[config.mk]
export PLATFORM = sky130hd
export DESIGN_NAME = trig_slave_ctl
export DESIGN_NICKNAME = d
export VERILOG_FILES = /design/src/rtl/tsm_pkg.sv /design/src/rtl/tsm_trig_sel.sv /design/src/rtl/tsm_mode_ctl.sv /design/src/rtl/tsm_counter.sv /design/src/rtl/trig_slave_ctl.sv
export SDC_FILE = /design/constraint.sdc
export NUM_CORES = 1
export LEC_CHECK = 0
export ABC_AREA = 1
export BUFFER_PORTS_ARGS = -buffer_cell sky130_fd_sc_hd__buf_2
export CORE_ASPECT_RATIO = 1.75
export CORE_MARGIN = 2
export CORE_UTILIZATION = 55
export DETAILED_ROUTE_END_ITERATION = 10
export PLACE_DENSITY = 0.85
export SLEW_MARGIN = 0
export SYNTH_ARGS = -nofsm -noshare
export SYNTH_HDL_FRONTEND = slang
export SYNTH_SLANG_ARGS = --single-unit
[constraint.sdc]
create_clock -name clk_i -period 2.7 [get_ports clk_i]
set_clock_uncertainty 0.15 [all_clocks]
set_input_delay 0.81 -clock clk_i [delete_from_list [all_inputs] [get_ports clk_i]]
set_output_delay 0.81 -clock clk_i [all_outputs]
set_load 0.02 [all_outputs]
[src/rtl/tsm_pkg.sv]
package tsm_pkg;
  localparam int unsigned TSEL_W  = 3;
  localparam int unsigned NUM_SRC = 2 ** TSEL_W;
  localparam int unsigned NUM_ITR = 4;

  typedef enum logic [2:0] {
    SM_OFF    = 3'd0,
    SM_ENC1   = 3'd1,
    SM_ENC2   = 3'd2,
    SM_ENC3   = 3'd3,
    SM_RESET  = 3'd4,
    SM_GATED  = 3'd5,
    SM_TRIG   = 3'd6,
    SM_EXTCLK = 3'd7
  } slave_mode_e;
endpackage

[src/rtl/tsm_trig_sel.sv]
module tsm_trig_sel
  import tsm_pkg::*;
(
  input  logic                clk_i,
  input  logic                rst_ni,
  input  logic [TSEL_W-1:0]   sel_i,
  input  logic [NUM_ITR-1:0]  itr_i,
  input  logic                ti1_edge_i,
  input  logic                ti1_filt_i,
  input  logic                ti2_filt_i,
  input  logic                ext_trig_i,
  output logic                lvl_o,
  output logic                rise_o
);
  logic [NUM_SRC-1:0] src;
  logic               prev_q;

  // internal triggers occupy the low codes, pin sources the high codes
  for (genvar g = 0; g < NUM_ITR; g++) begin : g_itr
    assign src[g] = itr_i[g];
  end
  assign src[NUM_ITR]   = ti1_edge_i;
  assign src[NUM_ITR+1] = ti1_filt_i;
  assign src[NUM_ITR+2] = ti2_filt_i;
  assign src[NUM_ITR+3] = ext_trig_i;

  assign lvl_o  = src[sel_i];
  assign rise_o = lvl_o & ~prev_q;

  always_ff @(posedge clk_i or negedge rst_ni) begin
    if (!rst_ni) prev_q <= 1'b0;
    else         prev_q <= lvl_o;
  end


  // no_double_rise_chk
  no_double_rise_chk: assert property (@(posedge clk_i) disable iff (!rst_ni)
    rise_o |=> !rise_o);
endmodule

[src/rtl/tsm_mode_ctl.sv]
module tsm_mode_ctl
  import tsm_pkg::*;
(
  input  logic        clk_i,
  input  logic        rst_ni,
  input  slave_mode_e mode_i,
  input  logic        cen_i,
  input  logic        lvl_i,
  input  logic        rise_i,
  output logic        tick_o,
  output logic        reinit_o,
  output logic        en_o
);
  logic start_q;

  always_ff @(posedge clk_i or negedge rst_ni) begin
    if (!rst_ni)                start_q <= 1'b0;
    else if (mode_i != SM_TRIG) start_q <= 1'b0;
    else if (rise_i)            start_q <= 1'b1;
  end

  always_comb begin
    en_o     = cen_i;
    tick_o   = cen_i;
    reinit_o = 1'b0;
    unique case (mode_i)
      SM_RESET:  reinit_o = rise_i;
      SM_GATED: begin
        en_o   = cen_i & lvl_i;
        tick_o = en_o;
      end
      SM_TRIG: begin
        en_o   = cen_i | start_q;
        tick_o = en_o;
      end
      SM_EXTCLK: tick_o = cen_i & rise_i;
      default: ; // off and encoder codes
    endcase
  end


  trig_latch_chk: assert property (@(posedge clk_i) disable iff (!rst_ni)
    (mode_i == SM_TRIG && rise_i) |=> (mode_i != SM_TRIG || en_o));


  gate_block_chk: assert property (@(posedge clk_i) disable iff (!rst_ni)
    (mode_i == SM_GATED && !lvl_i) |-> !tick_o);


  extclk_edge_chk: assert property (@(posedge clk_i) disable iff (!rst_ni)
    (mode_i == SM_EXTCLK && !rise_i) |-> !tick_o);
endmodule

[src/rtl/tsm_counter.sv]
module tsm_counter #(
  parameter int unsigned CNT_W = 16,
  parameter int unsigned PSC_W = 16
) (
  input  logic             clk_i,
  input  logic             rst_ni,
  input  logic             tick_i,
  input  logic             reinit_i,
  input  logic [PSC_W-1:0] psc_i,
  input  logic [CNT_W-1:0] arr_i,
  output logic [CNT_W-1:0] cnt_o,
  output logic             update_o
);
  localparam logic [CNT_W-1:0] CNT_ONE = CNT_W'(1);
  localparam logic [PSC_W-1:0] PSC_ONE = PSC_W'(1);

  logic [PSC_W-1:0] psc_q;
  logic [CNT_W-1:0] cnt_q;
  logic             upd_q;

  always_ff @(posedge clk_i or negedge rst_ni) begin
    if (!rst_ni) begin
      psc_q <= '0;
      cnt_q <= '0;
      upd_q <= 1'b0;
    end else begin
      upd_q <= 1'b0;
      if (reinit_i) begin
        psc_q <= '0;
        cnt_q <= '0;
        upd_q <= 1'b1;
      end else if (tick_i) begin
        if (psc_q >= psc_i) begin
          psc_q <= '0;
          if (cnt_q >= arr_i) begin
            cnt_q <= '0;
            upd_q <= 1'b1;
          end else begin
            cnt_q <= cnt_q + CNT_ONE;
          end
        end else begin
          psc_q <= psc_q + PSC_ONE;
        end
      end
    end
  end

  assign cnt_o    = cnt_q;
  assign update_o = upd_q;


  reinit_clear_chk: assert property (@(posedge clk_i) disable iff (!rst_ni)
    reinit_i |=> (cnt_q == '0 && psc_q == '0 && upd_q));


  hold_no_tick_chk: assert property (@(posedge clk_i) disable iff (!rst_ni)
    (!tick_i && !reinit_i) |=> $stable(cnt_q));


  wrap_update_chk: assert property (@(posedge clk_i) disable iff (!rst_ni)
    (tick_i && !reinit_i && psc_q >= psc_i && cnt_q >= arr_i) |=> (cnt_q == '0 && upd_q));


  no_update_chk: assert property (@(posedge clk_i) disable iff (!rst_ni)
    (!tick_i && !reinit_i) |=> !upd_q);
endmodule

[src/rtl/trig_slave_ctl.sv]
module trig_slave_ctl
  import tsm_pkg::*;
#(
  parameter int unsigned CNT_W = 16,
  parameter int unsigned PSC_W = 16
) (
  input  logic             clk_i,
  input  logic             rst_ni,
  input  logic             cen_i,
  input  logic             ug_i,
  input  logic [2:0]       trig_sel_i,
  input  logic [2:0]       slave_mode_i,
  input  logic [3:0]       itr_i,
  input  logic             ti1_edge_i,
  input  logic             ti1_filt_i,
  input  logic             ti2_filt_i,
  input  logic             ext_trig_i,
  input  logic [PSC_W-1:0] psc_i,
  input  logic [CNT_W-1:0] arr_i,
  output logic [CNT_W-1:0] cnt_o,
  output logic             update_o,
  output logic             cnt_en_o
);
  logic trig_lvl, trig_rise, tick, trig_reinit, reinit;

  tsm_trig_sel u_trig_sel (
    .clk_i      (clk_i),
    .rst_ni     (rst_ni),
    .sel_i      (trig_sel_i),
    .itr_i      (itr_i),
    .ti1_edge_i (ti1_edge_i),
    .ti1_filt_i (ti1_filt_i),
    .ti2_filt_i (ti2_filt_i),
    .ext_trig_i (ext_trig_i),
    .lvl_o      (trig_lvl),
    .rise_o     (trig_rise)
  );

  tsm_mode_ctl u_mode_ctl (
    .clk_i    (clk_i),
    .rst_ni   (rst_ni),
    .mode_i   (slave_mode_e'(slave_mode_i)),
    .cen_i    (cen_i),
    .lvl_i    (trig_lvl),
    .rise_i   (trig_rise),
    .tick_o   (tick),
    .reinit_o (trig_reinit),
    .en_o     (cnt_en_o)
  );

  // software strobe and reset-mode edge share the reinit path
  assign reinit = ug_i | trig_reinit;

  tsm_counter #(.CNT_W(CNT_W), .PSC_W(PSC_W)) u_counter (
    .clk_i    (clk_i),
    .rst_ni   (rst_ni),
    .tick_i   (tick),
    .reinit_i (reinit),
    .psc_i    (psc_i),
    .arr_i    (arr_i),
    .cnt_o    (cnt_o),
    .update_o (update_o)
  );


  reset_mode_chk: assert property (@(posedge clk_i) disable iff (!rst_ni)
    (slave_mode_i == 3'd4 && trig_rise) |=> (cnt_o == '0 && update_o));
endmodule

==> impl_metrics.ini <==
[status]
outcome = finished, final reports clean

[grt]
grt_pass1_wl_um = 13540
track_usage_pct = 26.88
grt_pass1_vias = 3311
antenna_found_initial = 0
grt_max_degree = 36
grt-ovfl-total = 0

[yosys]
netlist_area_sq_um = 3236
ys_ff_latch = 35
synth_area_per_cell_sq_um = 6.741
synth_warnings = 0
synth_top_family_by_area = simple AND/OR/NAND/NOR gates
synthMuxAreaShare_pct = 0
syn_inst = 480
synth-simple-area-share_pct = 37.12
synth-xor-area-share_pct = 7.309
synth.area.top_cells = dfrtp_1 27%, nand2_1 15%, ha_1 13%, inv_1 8.0%, nor2_1 7.0%
synth_cell_types = 29
synthAdderAreaFrac_pct = 13.15
synthesis.nets = 564
ys_seq_area_share_pct = 27.07
synth-compound-area-share_pct = 5.182
synth_top_area_share_pct = 27.07
yosys.area.top_type = dfrtp_1

[die]
die_x_um = 61.98
dieArea_sq_um = 6537
core_sq_um = 5787
start_util_pct = 55.91
rows = 37
dieHeight_um = 105.5
io-pin-count = 68

[timing]
tightest_slew_ns = 0.8078
hold_viol_final = 0
slew_violations = 0
fmax_ghz = 0.3733
timing.slew.headroom_pct = 46.15
grt_setup_unrepaired = yes
period_share_pct = 99.23
fin_crit_ns = 2.679
setup-violations-final = 0

[worst_setup_path]
path_max_fanout = 5
critPathRequiredTime_ns = 1.74
cp-start-kind = input port
worstSetupPathType = input port to output pin
arrival_ns = 1.72
endpoint_kind = output pin

[cells_and_area]
drive_gt1_share_pct = 20.32
layout_commonest_cell = nand2_1
area_growth_pct = 23.63
finalNonFillerCells = 649
final_cell_mix = 130 x nand2_1, 69 x inv_1, 65 x buf_2, 60 x nor2_1, 35 x dfrtp_1
nets = 654
diodes = 0

[clock_network]
cts_buffers = 5
hold_buffers = 0
cts_tree = built
cts-root-buf = clkbuf_8
cts.path.max_buffers = 2
clkLatencyLatePin_ns = 0.30
htree_levels = 2
clk_transition_reported_paths_ns = 0.07
cts.sinks = 35

[run]
maxCapViolations = 0

[detailed_routing]
vias = 3483
wl_um = 8443
dr.pass1.iters = 5
first_iter_violations = 244
wl_per_cell_um = 13.01
drc = 0
ant_nets = 0
via_per_inst = 5.367

[place]
gp_congestion = 0.9449
io_buffers = 67
dp.cells = 631
dpl.hpwl_um = 6234

[pwr]
p_leak_nw = 2.261
power_density_nw_per_um2 = 318.0
irDropWorstVdd_v = 0.0002988
total_power_w = 0.001272

[hold_path]
hp-class = flop to flop
[Yosys cell counts, drive strengths merged]
library cell  instances
ha                   34
nor4                  1
nand3                37
o21ai                13
dfrtp                35
clkbuf                3
nor3                 12
inv                  71
xnor2                 4
o21a                  2
or2                   1
a21o                  1
nand2               135
nand4                22
nand3b                1
xor2                 23
buf                   7
nor2                 62
a21oi                16
[worst paths after layout]
kind                                         start                  end  slack, ns  cells after the start
max in group asynchronous                   rst_ni   u_counter.psc_q[1]       1.44                      1
worst max register to register  u_counter.psc_q[9]  u_counter.cnt_o[13]       0.43                     12
worst min register to register  u_mode_ctl.start_q   u_mode_ctl.start_q       0.41                      2
worst min-delay path            u_mode_ctl.start_q   u_mode_ctl.start_q       0.41                      2
min in group asynchronous                   rst_ni   u_counter.cnt_o[5]       0.44                      1
worst max-delay path                 trig_sel_i[0]             cnt_en_o       0.02                     10
[kinds of logic (layout without fill, tap and decap cells)]
kind of cell,after synthesis,in the layout
and+or+nand+nor,271,272
buffers and inverters,81,171
DFF,35,35
adders and majority gates,34,34
AOI/OAI and AO/OA,32,32
xor gates and xnor gates,27,27
[area by class of cell]
cell class	count	area (sq um)
multi-input combinational	365	2076
fill	486	1787
sequential	35	875.8
timing repair buffer	92	564.3
inverter	71	274.0
tap	78	97.59
clock buffer	5	68.82
clock inverter	3	43.79
[power breakdown]
part / internal, W / switching, W
registers: 0.000531 / 0.00000659
clock network: 0.000275 / 0.000208
logic: 0.000107 / 0.000145
total: 0.000913 / 0.000360
[critical path, stage by stage]
cell,delay (ns)
buf_12,0.09
inv_6,0.03
or2_0,0.18
nand2_1,0.08
nand3_2,0.08
nand2_2,0.08
o21ai_1,0.06
inv_1,0.07
o21ai_1,0.07
buf_4,0.16
[layer usage]
layer  track usage [%]  wire length, um  vias to the layer above  part of all wire (%)
met1             28.94             3168                     1625                    38
met4             14.44              313                        0                   3.7
met3             3.558              349                       31                   4.1
li1                  -                -                     1713                     -
met2             47.25             4612                      114                    55
met5                 0                0                        -                     0
[flip-flops by register name (all words and copies together) (netlist names)]
register,count
u_counter.cnt_o,16
u_mode_ctl.start_q,1
u_trig_sel.prev_q,1
u_counter.update_o,1
u_counter.psc_q,16
[timing repair]
action / in CTS / in global routing
resized for setup: 4 / 16
setup endpoints to repair: 1 / 32
gates cloned: 0 / 1
buffers inserted: 6 / 3
pin swaps: 2 / 6
[through the flow]
step	area (sq um)	util (%)	setup TNS [ns]	hold WS, ns	setup WS (ns)
finish	4000	69.12	0	0.4054	0.02089
global route	4000	69.12	-0.05184	0.4242	-0.02481
CTS	3901	67.42	0	0.3870	0.01206
detailed placement	3739	64.61	-0.8962	0.3775	-0.08014
global placement	3739	64.61	-0.004567	0.3424	-0.004567
floorplan	3236	-	0	0.3272	0.05578
Power figures use the tool's default switching activity.
